[src/rtl/sbs_pkg.sv]
package sbs_pkg;
   typedef enum logic {
      BK_IDLE = 1'b0,
      BK_COPY = 1'b1
   } bk_state_t;
endpackage

[src/rtl/sbs_sample_timer.sv]
module sbs_sample_timer #(
   parameter int BASE_CLKS = 152588,
   parameter int PRD_W     = 8
) (
   input  logic             clk,
   input  logic             rst_n,
   input  logic [PRD_W-1:0] period_sel,
   output logic             tick
);
   localparam longint MAX_LIM = longint'(BASE_CLKS) * (longint'(1) << PRD_W);
   localparam int     CW      = $clog2(MAX_LIM + 1);

   logic [CW-1:0] cnt;
   logic [CW-1:0] lim;

   always_comb begin
      lim  = CW'(BASE_CLKS) * (CW'(period_sel) + CW'(1));
      tick = (cnt >= lim - CW'(1));
   end

   always_ff @(posedge clk or negedge rst_n) begin
      if (!rst_n)    cnt <= '0;
      else if (tick) cnt <= '0;
      else           cnt <= cnt + CW'(1);
   end

   p_tick_gap_r2: assert property (@(posedge clk) disable iff (!rst_n)
      tick |=> !tick);
endmodule

[src/rtl/sbs_out_latch.sv]
module sbs_out_latch #(
   parameter int NUM_CH = 6,
   parameter int DATA_W = 16
) (
   input  logic                     clk,
   input  logic                     rst_n,
   input  logic                     load,
   input  logic [NUM_CH*DATA_W-1:0] sample_in,
   output logic [NUM_CH*DATA_W-1:0] out_regs,
   output logic                     drdy
);
   logic load_d;

   for (genvar ch = 0; ch < NUM_CH; ch++) begin : g_ch
      always_ff @(posedge clk or negedge rst_n) begin
         if (!rst_n)    out_regs[ch*DATA_W +: DATA_W] <= '0;
         else if (load) out_regs[ch*DATA_W +: DATA_W] <= sample_in[ch*DATA_W +: DATA_W];
      end
   end

   always_ff @(posedge clk or negedge rst_n) begin
      if (!rst_n) begin
         load_d <= 1'b0;
         drdy   <= 1'b0;
      end else begin
         load_d <= load;
         drdy   <= load_d;
      end
   end

   p_drdy_after_load_r3: assert property (@(posedge clk) disable iff (!rst_n)
      drdy |-> $past(load, 2) && !$past(load));
   p_drdy_stable_r4: assert property (@(posedge clk) disable iff (!rst_n)
      drdy |-> $stable(out_regs));
   p_drdy_pulse_r4: assert property (@(posedge clk) disable iff (!rst_n)
      drdy |=> !drdy);
endmodule

[src/rtl/sbs_backup_seq.sv]
module sbs_backup_seq
   import sbs_pkg::*;
#(
   parameter int NUM_USR     = 4,
   parameter int USR_W       = 8,
   parameter int BACKUP_CLKS = 6250000,
   parameter int CNT_W       = 16
) (
   input  logic                     clk,
   input  logic                     rst_n,
   input  logic                     cmd,
   input  logic [NUM_USR*USR_W-1:0] user_cfg,
   output logic                     busy,
   output logic [CNT_W-1:0]         count,
   output logic [NUM_USR*USR_W-1:0] shadow
);
   localparam int TW = $clog2(BACKUP_CLKS + 1);

   bk_state_t     state;
   logic [TW-1:0] tmr;
   logic          done;

   assign busy = (state == BK_COPY);
   assign done = busy && (tmr == TW'(BACKUP_CLKS - 1));

   always_ff @(posedge clk or negedge rst_n) begin
      if (!rst_n) begin
         state <= BK_IDLE;
         tmr   <= '0;
         count <= '0;
      end else begin
         case (state)
            BK_IDLE: if (cmd) begin
               state <= BK_COPY;
               tmr   <= '0;
            end
            BK_COPY: if (done) begin
               state <= BK_IDLE;
               count <= count + CNT_W'(1);
            end else begin
               tmr <= tmr + TW'(1);
            end
            default: state <= BK_IDLE;
         endcase
      end
   end

   for (genvar w = 0; w < NUM_USR; w++) begin : g_word
      always_ff @(posedge clk or negedge rst_n) begin
         if (!rst_n)    shadow[w*USR_W +: USR_W] <= '0;
         else if (done) shadow[w*USR_W +: USR_W] <= user_cfg[w*USR_W +: USR_W];
      end
   end

   p_start_r5: assert property (@(posedge clk) disable iff (!rst_n)
      (!busy && cmd) |=> busy);
   p_count_step_r6: assert property (@(posedge clk) disable iff (!rst_n)
      $fell(busy) |-> count == $past(count) + CNT_W'(1));
   p_count_hold_r6: assert property (@(posedge clk) disable iff (!rst_n)
      !$fell(busy) |-> $stable(count) && $stable(shadow));
   p_cmd_ignored_r7: assert property (@(posedge clk) disable iff (!rst_n)
      (busy && cmd && !done) |=> busy && $stable(count));
endmodule

[src/rtl/sbs_ctrl.sv]
module sbs_ctrl #(
   parameter int BASE_CLKS   = 152588,
   parameter int PRD_W       = 8,
   parameter int NUM_CH      = 6,
   parameter int DATA_W      = 16,
   parameter int NUM_USR     = 4,
   parameter int USR_W       = 8,
   parameter int BACKUP_CLKS = 6250000,
   parameter int CNT_W       = 16
) (
   input  logic                     clk,
   input  logic                     rst_n,
   input  logic [PRD_W-1:0]         period_sel,
   input  logic                     backup_cmd,
   input  logic [NUM_CH*DATA_W-1:0] sample_in,
   input  logic [NUM_USR*USR_W-1:0] user_cfg,
   output logic [NUM_CH*DATA_W-1:0] out_regs,
   output logic                     drdy,
   output logic                     busy,
   output logic [CNT_W-1:0]         backup_count,
   output logic [NUM_USR*USR_W-1:0] shadow_out
);
   if (BASE_CLKS < 3) begin : g_bad_base
      $error("BASE_CLKS must be at least 3");
   end
   if (BACKUP_CLKS < 2) begin : g_bad_backup
      $error("BACKUP_CLKS must be at least 2");
   end
   if (PRD_W < 1 || PRD_W > 16) begin : g_bad_prd
      $error("PRD_W out of range");
   end
   if (NUM_CH < 1 || NUM_USR < 1 || CNT_W < 1) begin : g_bad_size
      $error("channel, word and counter sizes must be positive");
   end

   logic tick;

   sbs_sample_timer #(
      .BASE_CLKS (BASE_CLKS),
      .PRD_W     (PRD_W)
   ) u_timer (
      .clk        (clk),
      .rst_n      (rst_n),
      .period_sel (period_sel),
      .tick       (tick)
   );

   sbs_out_latch #(
      .NUM_CH (NUM_CH),
      .DATA_W (DATA_W)
   ) u_latch (
      .clk       (clk),
      .rst_n     (rst_n),
      .load      (tick),
      .sample_in (sample_in),
      .out_regs  (out_regs),
      .drdy      (drdy)
   );

   sbs_backup_seq #(
      .NUM_USR     (NUM_USR),
      .USR_W       (USR_W),
      .BACKUP_CLKS (BACKUP_CLKS),
      .CNT_W       (CNT_W)
   ) u_backup (
      .clk      (clk),
      .rst_n    (rst_n),
      .cmd      (backup_cmd),
      .user_cfg (user_cfg),
      .busy     (busy),
      .count    (backup_count),
      .shadow   (shadow_out)
   );

   p_drdy_not_on_load_r3: assert property (@(posedge clk) disable iff (!rst_n)
      drdy |-> !tick);
endmodule

[config.mk]
export PLATFORM = sky130hd
export DESIGN_NAME = sbs_ctrl
export DESIGN_NICKNAME = d
export VERILOG_FILES = /design/src/rtl/sbs_pkg.sv /design/src/rtl/sbs_sample_timer.sv /design/src/rtl/sbs_out_latch.sv /design/src/rtl/sbs_backup_seq.sv /design/src/rtl/sbs_ctrl.sv
export SDC_FILE = /design/constraint.sdc
export NUM_CORES = 1
export LEC_CHECK = 0
export ABC_AREA = 1
export ABC_CLOCK_PERIOD_IN_PS = 3700
export BUFFER_PORTS_ARGS = -buffer_cell sky130_fd_sc_hd__buf_2
export CORE_AREA = 4 4 161 163
export DETAILED_ROUTE_END_ITERATION = 10
export DIE_AREA = 0 0 165 167
export GPL_TIMING_DRIVEN = 0
export PLACE_DENSITY = 0.86
export SLEW_MARGIN = 20
export SYNTH_ARGS = -nofsm -noshare
export SYNTH_HDL_FRONTEND = slang
export SYNTH_SLANG_ARGS = --single-unit
[constraint.sdc]
create_clock -name clk -period 3.7 [get_ports clk]
set_input_delay 0.74 -clock clk [delete_from_list [all_inputs] [get_ports clk]]
set_output_delay 0.74 -clock clk [all_outputs]
set_load 0.02 [all_outputs]
==> results of run 1 <==
-- logic make-up (layout without fill, tap and decap cells) --
group,Yosys count,after routing,share of synthesized area [%]
buffers and inverters,209,569,6.74
DFF,196,196,40.3
and+or+nand+nor,926,926,32.9
AOI/OAI and AO/OA,72,72,3.49
other,0,5,0
xor gates and xnor gates,69,69,4.97
adders and majority gates,107,107,11.6
-- path summary, 6_finish.rpt --
path / from / endpoint / slack [ps] / cells after the start
worst min-delay path: rst_n / u_backup.shadow[18]$_DFFE_PN0P_ / 200 / 1
worst max-delay path: period_sel[0] / u_latch.out_regs[91]$_DFFE_PN0P_ / -2280 / 40
min in group clk: u_latch.load_d$_DFF_PN0_ / u_latch.drdy$_DFF_PN0_ / 350 / 0
max in group asynchronous: rst_n / u_timer.cnt[22]$_DFF_PN0_ / 2390 / 3
worst min register to register: u_latch.load_d$_DFF_PN0_ / u_latch.drdy$_DFF_PN0_ / 350 / 0
worst max register to register: u_backup.tmr[0]$_DFFE_PN0P_ / u_backup.shadow[5]$_DFFE_PN0P_ / 1320 / 11
-- power breakdown --
part | switching [mW] | internal, mW
clock network | 0.976 | 1.01
logic | 3.50 | 2.16
registers | 0.454 | 2.81
total | 4.93 | 5.98
-- what timing repair did --
action                                 4_1_cts  5_1_grt
setup endpoints to repair                  123      123
buffers inserted                            32        7
pin swaps                                   25       49
gates cloned                                 1        3
endpoints found under the hold margin        0        0
gates resized for setup                     94      140
-- cells in the mapped netlist --
cell	n	area (um2)
a21oi_1	32	160
a21oi_2	2	17.5
a31oi_1	1	6.26
and2_1	2	12.5
buf_1	1	3.75
buf_2	22	110
buf_4	2	15.0
clkbuf_1	22	82.6
clkinv_1	1	3.75
dfrtp_1	196	4900
fa_1	10	200
ha_1	97	1210
inv_1	156	586
inv_2	5	18.8
nand2_1	549	2060
nand2_2	8	50.1
nand2_4	1	11.3
nand3_1	170	851
nand3_2	2	20.0
nand3_4	1	17.5
nand4_1	27	169
nor2_1	102	383
nor2_2	9	56.3
nor2_4	4	45.0
nor2_8	1	20.0
nor3_1	29	145
nor3_2	3	30.0
nor3_4	1	16.3
nor3b_1	3	22.5
nor4_1	12	75.1
o2111ai_1	1	8.76
o211ai_1	1	7.51
o21a_1	1	7.51
o21ai_0	12	60.1
o21ai_1	1	5.00
o21ai_2	1	8.76
o21ba_2	1	10.0
o221ai_1	1	8.76
o22ai_1	9	56.3
o31ai_1	9	67.6
or2_0	2	12.5
xnor2_1	19	166
xor2_1	50	438
-- metrics by stage --
step,setup TNS [ps],cell area (um2),hold WS [ps],cells
after global placement,-634100,14200,334,2187
after CTS,-261710,15500,214,2253
after detailed placement,-417530,14200,339,2189
after floorplan,-242570,12300,331,1579
final,-271510,16200,203,2268
after global routing,-304920,16100,219,2266
-- layer usage --
layer | GRT usage (%) | up-vias | share of wire, %
met5 | 0 | - | 0
met2 | 45.7 | 519 | 50
met4 | 10.2 | 0 | 3.5
met3 | 7.34 | 95 | 7.9
li1 | - | 5775 | -
met1 | 33.3 | 5853 | 38
-- flip-flops by register name (all words and copies together), names as in the netlist --
name and cells:
u_backup.busy 1, u_backup.count 16, u_backup.shadow 32, u_backup.tmr 23, u_latch.drdy 1, u_latch.load_d 1, u_latch.out_regs 96, u_timer.cnt 26
-- layout by cell type (no fill, tap or decap), types with 4 or more instances in the layout --
cell type	synthesis	layout
a21oi_1	32	24
a21oi_2	2	8
buf_12	0	5
buf_2	22	291
buf_4	2	33
buf_6	0	16
buf_8	0	14
clkbuf_1	22	6
clkbuf_16	0	21
clkinv_8	0	6
dfrtp_1	196	196
diode_2	0	5
fa_1	10	10
ha_1	97	85
ha_4	0	10
inv_1	156	148
inv_2	5	13
nand2_1	549	485
nand2_2	8	61
nand2_4	1	12
nand3_1	170	156
nand3_2	2	14
nand4_1	27	27
nor2_1	102	84
nor2_2	9	16
nor2_4	4	15
nor3_1	29	22
nor3_2	3	7
nor3_4	1	4
nor4_1	12	12
o21ai_0	12	12
o22ai_1	9	9
o31ai_1	9	9
xnor2_1	19	18
xor2_1	50	46
-- layout make-up --
cell class	count	area (um2)
repair buffers	329	1960
well taps	324	405
fillers	1797	8170
plain buffers	46	464
clock buffers	18	439
diodes	5	12.5
clock inverters	14	206
flip-flops and latches	196	4900
inverters	162	608
multi-input cells	1174	7160
-- worst register-to-register path, stage by stage, from the launching register on --
cell	delay (ps)
dfrtp_1	470
ha_1	350
inv_2	90
nor3_4	190
nand2_1	100
nor3_2	110
nand2_1	190
buf_2	270
inv_2	130
buf_2	260
nand2_1	110
nand2_1	70
==> key figures, run 1 <==
Run status
  • Status: finished, violations left
  • Failing checks: negative setup slack

Global route
  • First-pass GRT wire length: 60.6 mm
  • Largest net degree at the start of global routing: a little over 80
  • Vias in the first global route: 12125
  • Total GRT Usage: 27.2%
  • GR Overflow Total: 0
  • Initial antenna violation count: 5

Timing
  • Max Freq: 0.167 GHz
  • RSZ-0062 raised after global routing: yes
  • Final setup margin: -2280 ps
  • Slew Viols, Final: 0
  • Final Hold Viols: 0
  • Slew @ Worst Pin: 535 ps
  • Final Cycle Share: 162%
  • Max-slew headroom: 64.1%
  • Fin crit period: 5980 ps
  • Max Clock Skew: between 20 and 25 ps
  • Final setup viols: 123

Synthesis
  • Synth Instances: ~1600
  • Syn Area/Cell: 7.70 um2
  • Register area share after synthesis: 40.3%
  • Syn Std Cell Area: 12200 um2
  • Post-synthesis net count: 1825
  • #FFs+latches synth: roughly 200
  • Unique cell type count in the Yosys netlist: 43
  • Synth warn: 0

Layout
  • Nets: 2172
  • Share of cells above drive strength 1: ~30%
  • Layout area overhead: 32.8%
  • Final Util: between 60% and 70%

Place
  • Port bufs: 284
  • Post-place setup slack: -3490 ps
  • Dpl hpwl: 28.4 mm
  • Gpl congestion: between 0.9 and 1

Drt
  • Routed wire per std cell: 17.1 um
  • Antenna viol nets, final: 0
  • Drc violations: 0
  • Total number of vias: 12242
  • Detailed Routing Iterations Pass 1: 5
  • Drt first-iter violations: 933
  • Final wirelength: 38.8 mm
  • Vias per cell: 5.40

Worst setup path
  • Critical Path Start Type: input port
  • Kind of critical path: input port to flip-flop
  • CP endpoint kind: flip-flop
  • CP bufs+invs: 12
  • Crit path max fanout: 10
  • Critical Path AT: 6290 ps
  • Top delay family on crit path: adder cells
  • Slowest CP cell: fa_1
  • Worst stage delay on the critical path: 510 ps
  • Worst path required time: 4010 ps

Power
  • Power density cells: 675 nW/um2
  • Leak: about 8.4 nW
  • VDD IR max: 0.650 mV
  • Final total power: 10.9 mW

Clock tree
  • Num CTS Buffers: 17
  • H-tree depth: 4
  • Clk_lat worst skew: 440 ps
  • Hold Buf Count CTS: 0
  • Clock root buffer: clkbuf_16
  • Clock transition at the registers of the reported paths: about 90 ps
  • CTS max path bufs: 2
  • CTS tree: done
  • Clk sinks: approximately 200

Floorplanning
  • Height of the die: 167 um
  • Die ar.: between 20000 and 30000 um2
  • Core Area: 24300 um2
  • Top Ports: around 290
  • Core Rows: 57
  • Die width: 165 um
  • Initial Util: about half

Flow run
  • Max Cap Viol: 0

Min path
  • Worst Hold Class: input port to async pin
Note: power is estimated with default switching activity, not from simulation.
==> inputs of run 2 (changes only) <==
PLACE_DENSITY = 0.74   (was 0.86)
==> run 2 against run 1 <==
The flow still finishes with violations (negative setup slack); worst hold slack lost 3.7 ps; combinational power grew 3%; cell count grew 0.35%; largest power group unchanged.
==> key figures, run 2 (synthesized netlist as in run 1, its figures left out) <==
Drt
  • Drt first-iter violations: 907 (-2.8%)
  • Vias per cell: 5.21 (-3.5%)
  • Detailed Routing Iterations Pass 1: 6 (+1)
  • Final wirelength: 37.9 mm (-2.2%)
  • Drc violations: 0 (unchanged)
  • Routed wire per std cell: 16.7 um (-2.6%)
  • Total number of vias: 11853 (-3.2%)
  • Antenna viol nets, final: 0 (unchanged)

Worst setup path
  • Reg-to-reg critical path startpoint: u_timer.cnt[0]$_DFF_PN0_
  • R2R Path End: u_timer.cnt[18]$_DFF_PN0_
  • Worst r2r path cells: 11 (unchanged)
  • Worst stage delay on the critical path: 490 ps (-20 ps)
  • Critical Path AT: 6280 ps (about the same)
  • Kind of critical path: input port to flip-flop
  • Reg2reg setup slack: 1400 ps (+80 ps)
  • Critical Path Start Type: input port
  • Crit path max fanout: 8 (-2)
  • Slowest CP cell: fa_1
  • CP endpoint kind: flip-flop
  • Worst path required time: 4040 ps (+30 ps)

Floorplanning
  • Top Ports: 285 (unchanged)
  • Core Area: 24300 um2 (unchanged)
  • Die width: 165 um (unchanged)
  • Initial Util: 50.0% (unchanged)
  • Height of the die: 167 um (unchanged)
  • Die ar.: 27600 um2 (unchanged)
  • Core Rows: 57 (unchanged)

Clock tree
  • Clock root buffer: clkbuf_16
  • Clock transition at the registers of the reported paths: 80 ps (about the same)
  • Clk sinks: 196 (unchanged)
  • Hold Buf Count CTS: 0 (unchanged)
  • H-tree depth: 4 (unchanged)
  • Num CTS Buffers: 17 (unchanged)
  • Clk_lat worst skew: 460 ps (+20 ps)
  • CTS max path bufs: 2 (unchanged)
  • CTS tree: done

Layout
  • Fill cell count: 1952 (+8.6%)
  • Layout area overhead: 35.5%
  • Nets: 2183 (+0.51%)
  • Biggest registers after layout: u_latch.out_regs: 96 flops, u_backup.shadow: 32 flops, u_timer.cnt: 26 flops
  • Final Util: 67.8% (+1.4 points)
  • Max reg flops: 96 (unchanged)
  • Share of cells above drive strength 1: 31.1% (+1.3 points)
  • Commonest non-fill, non-tap cell in the layout: nand2_1
  • Reg with most FFs: u_latch.out_regs
  • Most frequent cells in the layout: 493 x nand2_1, 288 x buf_2, 196 x dfrtp_1

Timing
  • Max Freq: 0.168 GHz (+0.76%)
  • Final setup viols: 123 (unchanged)
  • Final setup margin: -2240 ps (+45.3 ps)
  • Slew @ Worst Pin: 549 ps (+14.1 ps)
  • Final Hold Viols: 0 (unchanged)
  • Slew Viols, Final: 0 (unchanged)
  • Fin crit period: 5940 ps (-45.3 ps)
  • WHS: 199 ps (-3.75 ps)
  • RSZ-0062 raised after global routing: yes
  • Final Cycle Share: 160% (-1.2 points)
  • Max Clock Skew: 31.5 ps (+7.29 ps)
  • Max-slew headroom: 63.4% (-0.66 points)

Power
  • Power density cells: 675 nW/um2 (about the same)
  • VDD IR max: 0.558 mV (-14%)
  • Leak: 8.53 nW (+1.4%)

Place
  • Dpl hpwl: 27.7 mm (-2.3%)
  • Gpl congestion: 0.893 (-8.0%)
  • Port bufs: 284 (unchanged)
  • Post-place setup slack: -3380 ps (+102 ps)

Global route
  • Vias in the first global route: 12022 (-0.85%)
  • First-pass GRT wire length: 61.1 mm (+0.88%)
  • Total GRT Usage: 27.5% (+0.25 points)
  • Largest net degree at the start of global routing: 77 (-7.2%)
  • Initial antenna violation count: 4 (-1)
  • GR Overflow Total: 0 (unchanged)

Run status
  • Status: finished, violations left
  • Failing checks: negative setup slack

Min path
  • Worst Hold Class: input port to async pin

Flow run
  • Max Cap Viol: 0 (unchanged)
run 2: cell count changes in the layout (fill, tap and decap cells not counted), sizes merged, moves of 2 or more:
cell    delta
clkbuf    +11
clkinv     -2
diode      -3
inv        +5
run 2: worst max-delay path by stage:
| stage | startpoint | to | depth (start not counted) |
|---|---|---|---|
| global placement | period_sel[0] | u_latch.out_regs[51]$_DFFE_PN0P_ | 32 |
| finish | period_sel[0] | u_latch.out_regs[49]$_DFFE_PN0P_ | 39 |
| global route | period_sel[0] | u_latch.out_regs[49]$_DFFE_PN0P_ | 42 |
| floorplan | period_sel[0] | u_latch.out_regs[85]$_DFFE_PN0P_ | 38 |
| detailed placement | period_sel[0] | u_latch.out_regs[4]$_DFFE_PN0P_ | 32 |
| CTS | period_sel[1] | u_latch.out_regs[43]$_DFFE_PN0P_ | 41 |
run 2: through the flow:
step           power, mW  setup TNS (ps)  cell area (um2)  cells
2_1_floorplan       6.42         -242570            12300   1579
3_3_place_gp        7.76         -662440            14200   2187
3_5_place_dp        7.91         -403720            14200   2189
4_1_cts             10.8         -257610            16100   2263
5_1_grt             11.9         -299530            16500   2276
6_report            11.1         -266470            16500   2276
run 2: critical path, delay by kind of cell:
| kind | cells | cell delay [ps] |
|---|---|---|
| AO/OA/AOI/OAI | 3 | 510 |
| buffers and inverters | 12 | 1160 |
| AND/OR/NAND/NOR | 16 | 1560 |
| XOR/XNOR | 1 | 140 |
| adder cells (fa/ha/maj) | 7 | 2150 |
run 2: metal layers:
metal / GRT usage, % / share of wire, %
met4: 7.92 / 2.2
met3: 7.14 / 6.6
met2: 46.5 / 50
met1: 34.5 / 41
met5: 0 / 0.071
run 2: power by group:
group,leakage [nW],internal [mW],total [mW],switching (mW)
logic,5.85,2.33,5.82,3.49
registers,2.37,2.81,3.25,0.444
clock network,0.314,0.967,2.06,1.09
total,8.53,6.10,11.1,5.03
run 2: layout make-up:
type                    instances  area, um2  share of cell area (%)
clock inverters                15        226                    1.37
plain buffers                  43        497                    3.01
flip-flops and latches        196       4900                    29.7
multi-input cells            1174       7220                    43.8
diodes                          2       5.00                  0.0304
repair buffers                343       2190                    13.3
clock buffers                  17        425                    2.58
inverters                     162        608                    3.69
well taps                     324        405                    2.46
run 2: repair_timing:
action / CTS / global route
setup endpoints to repair: 123 / 123
pin swaps: 48 / 28
gates cloned: 5 / 7
resized for setup: 180 / 64
setup buffers: 40 / 5
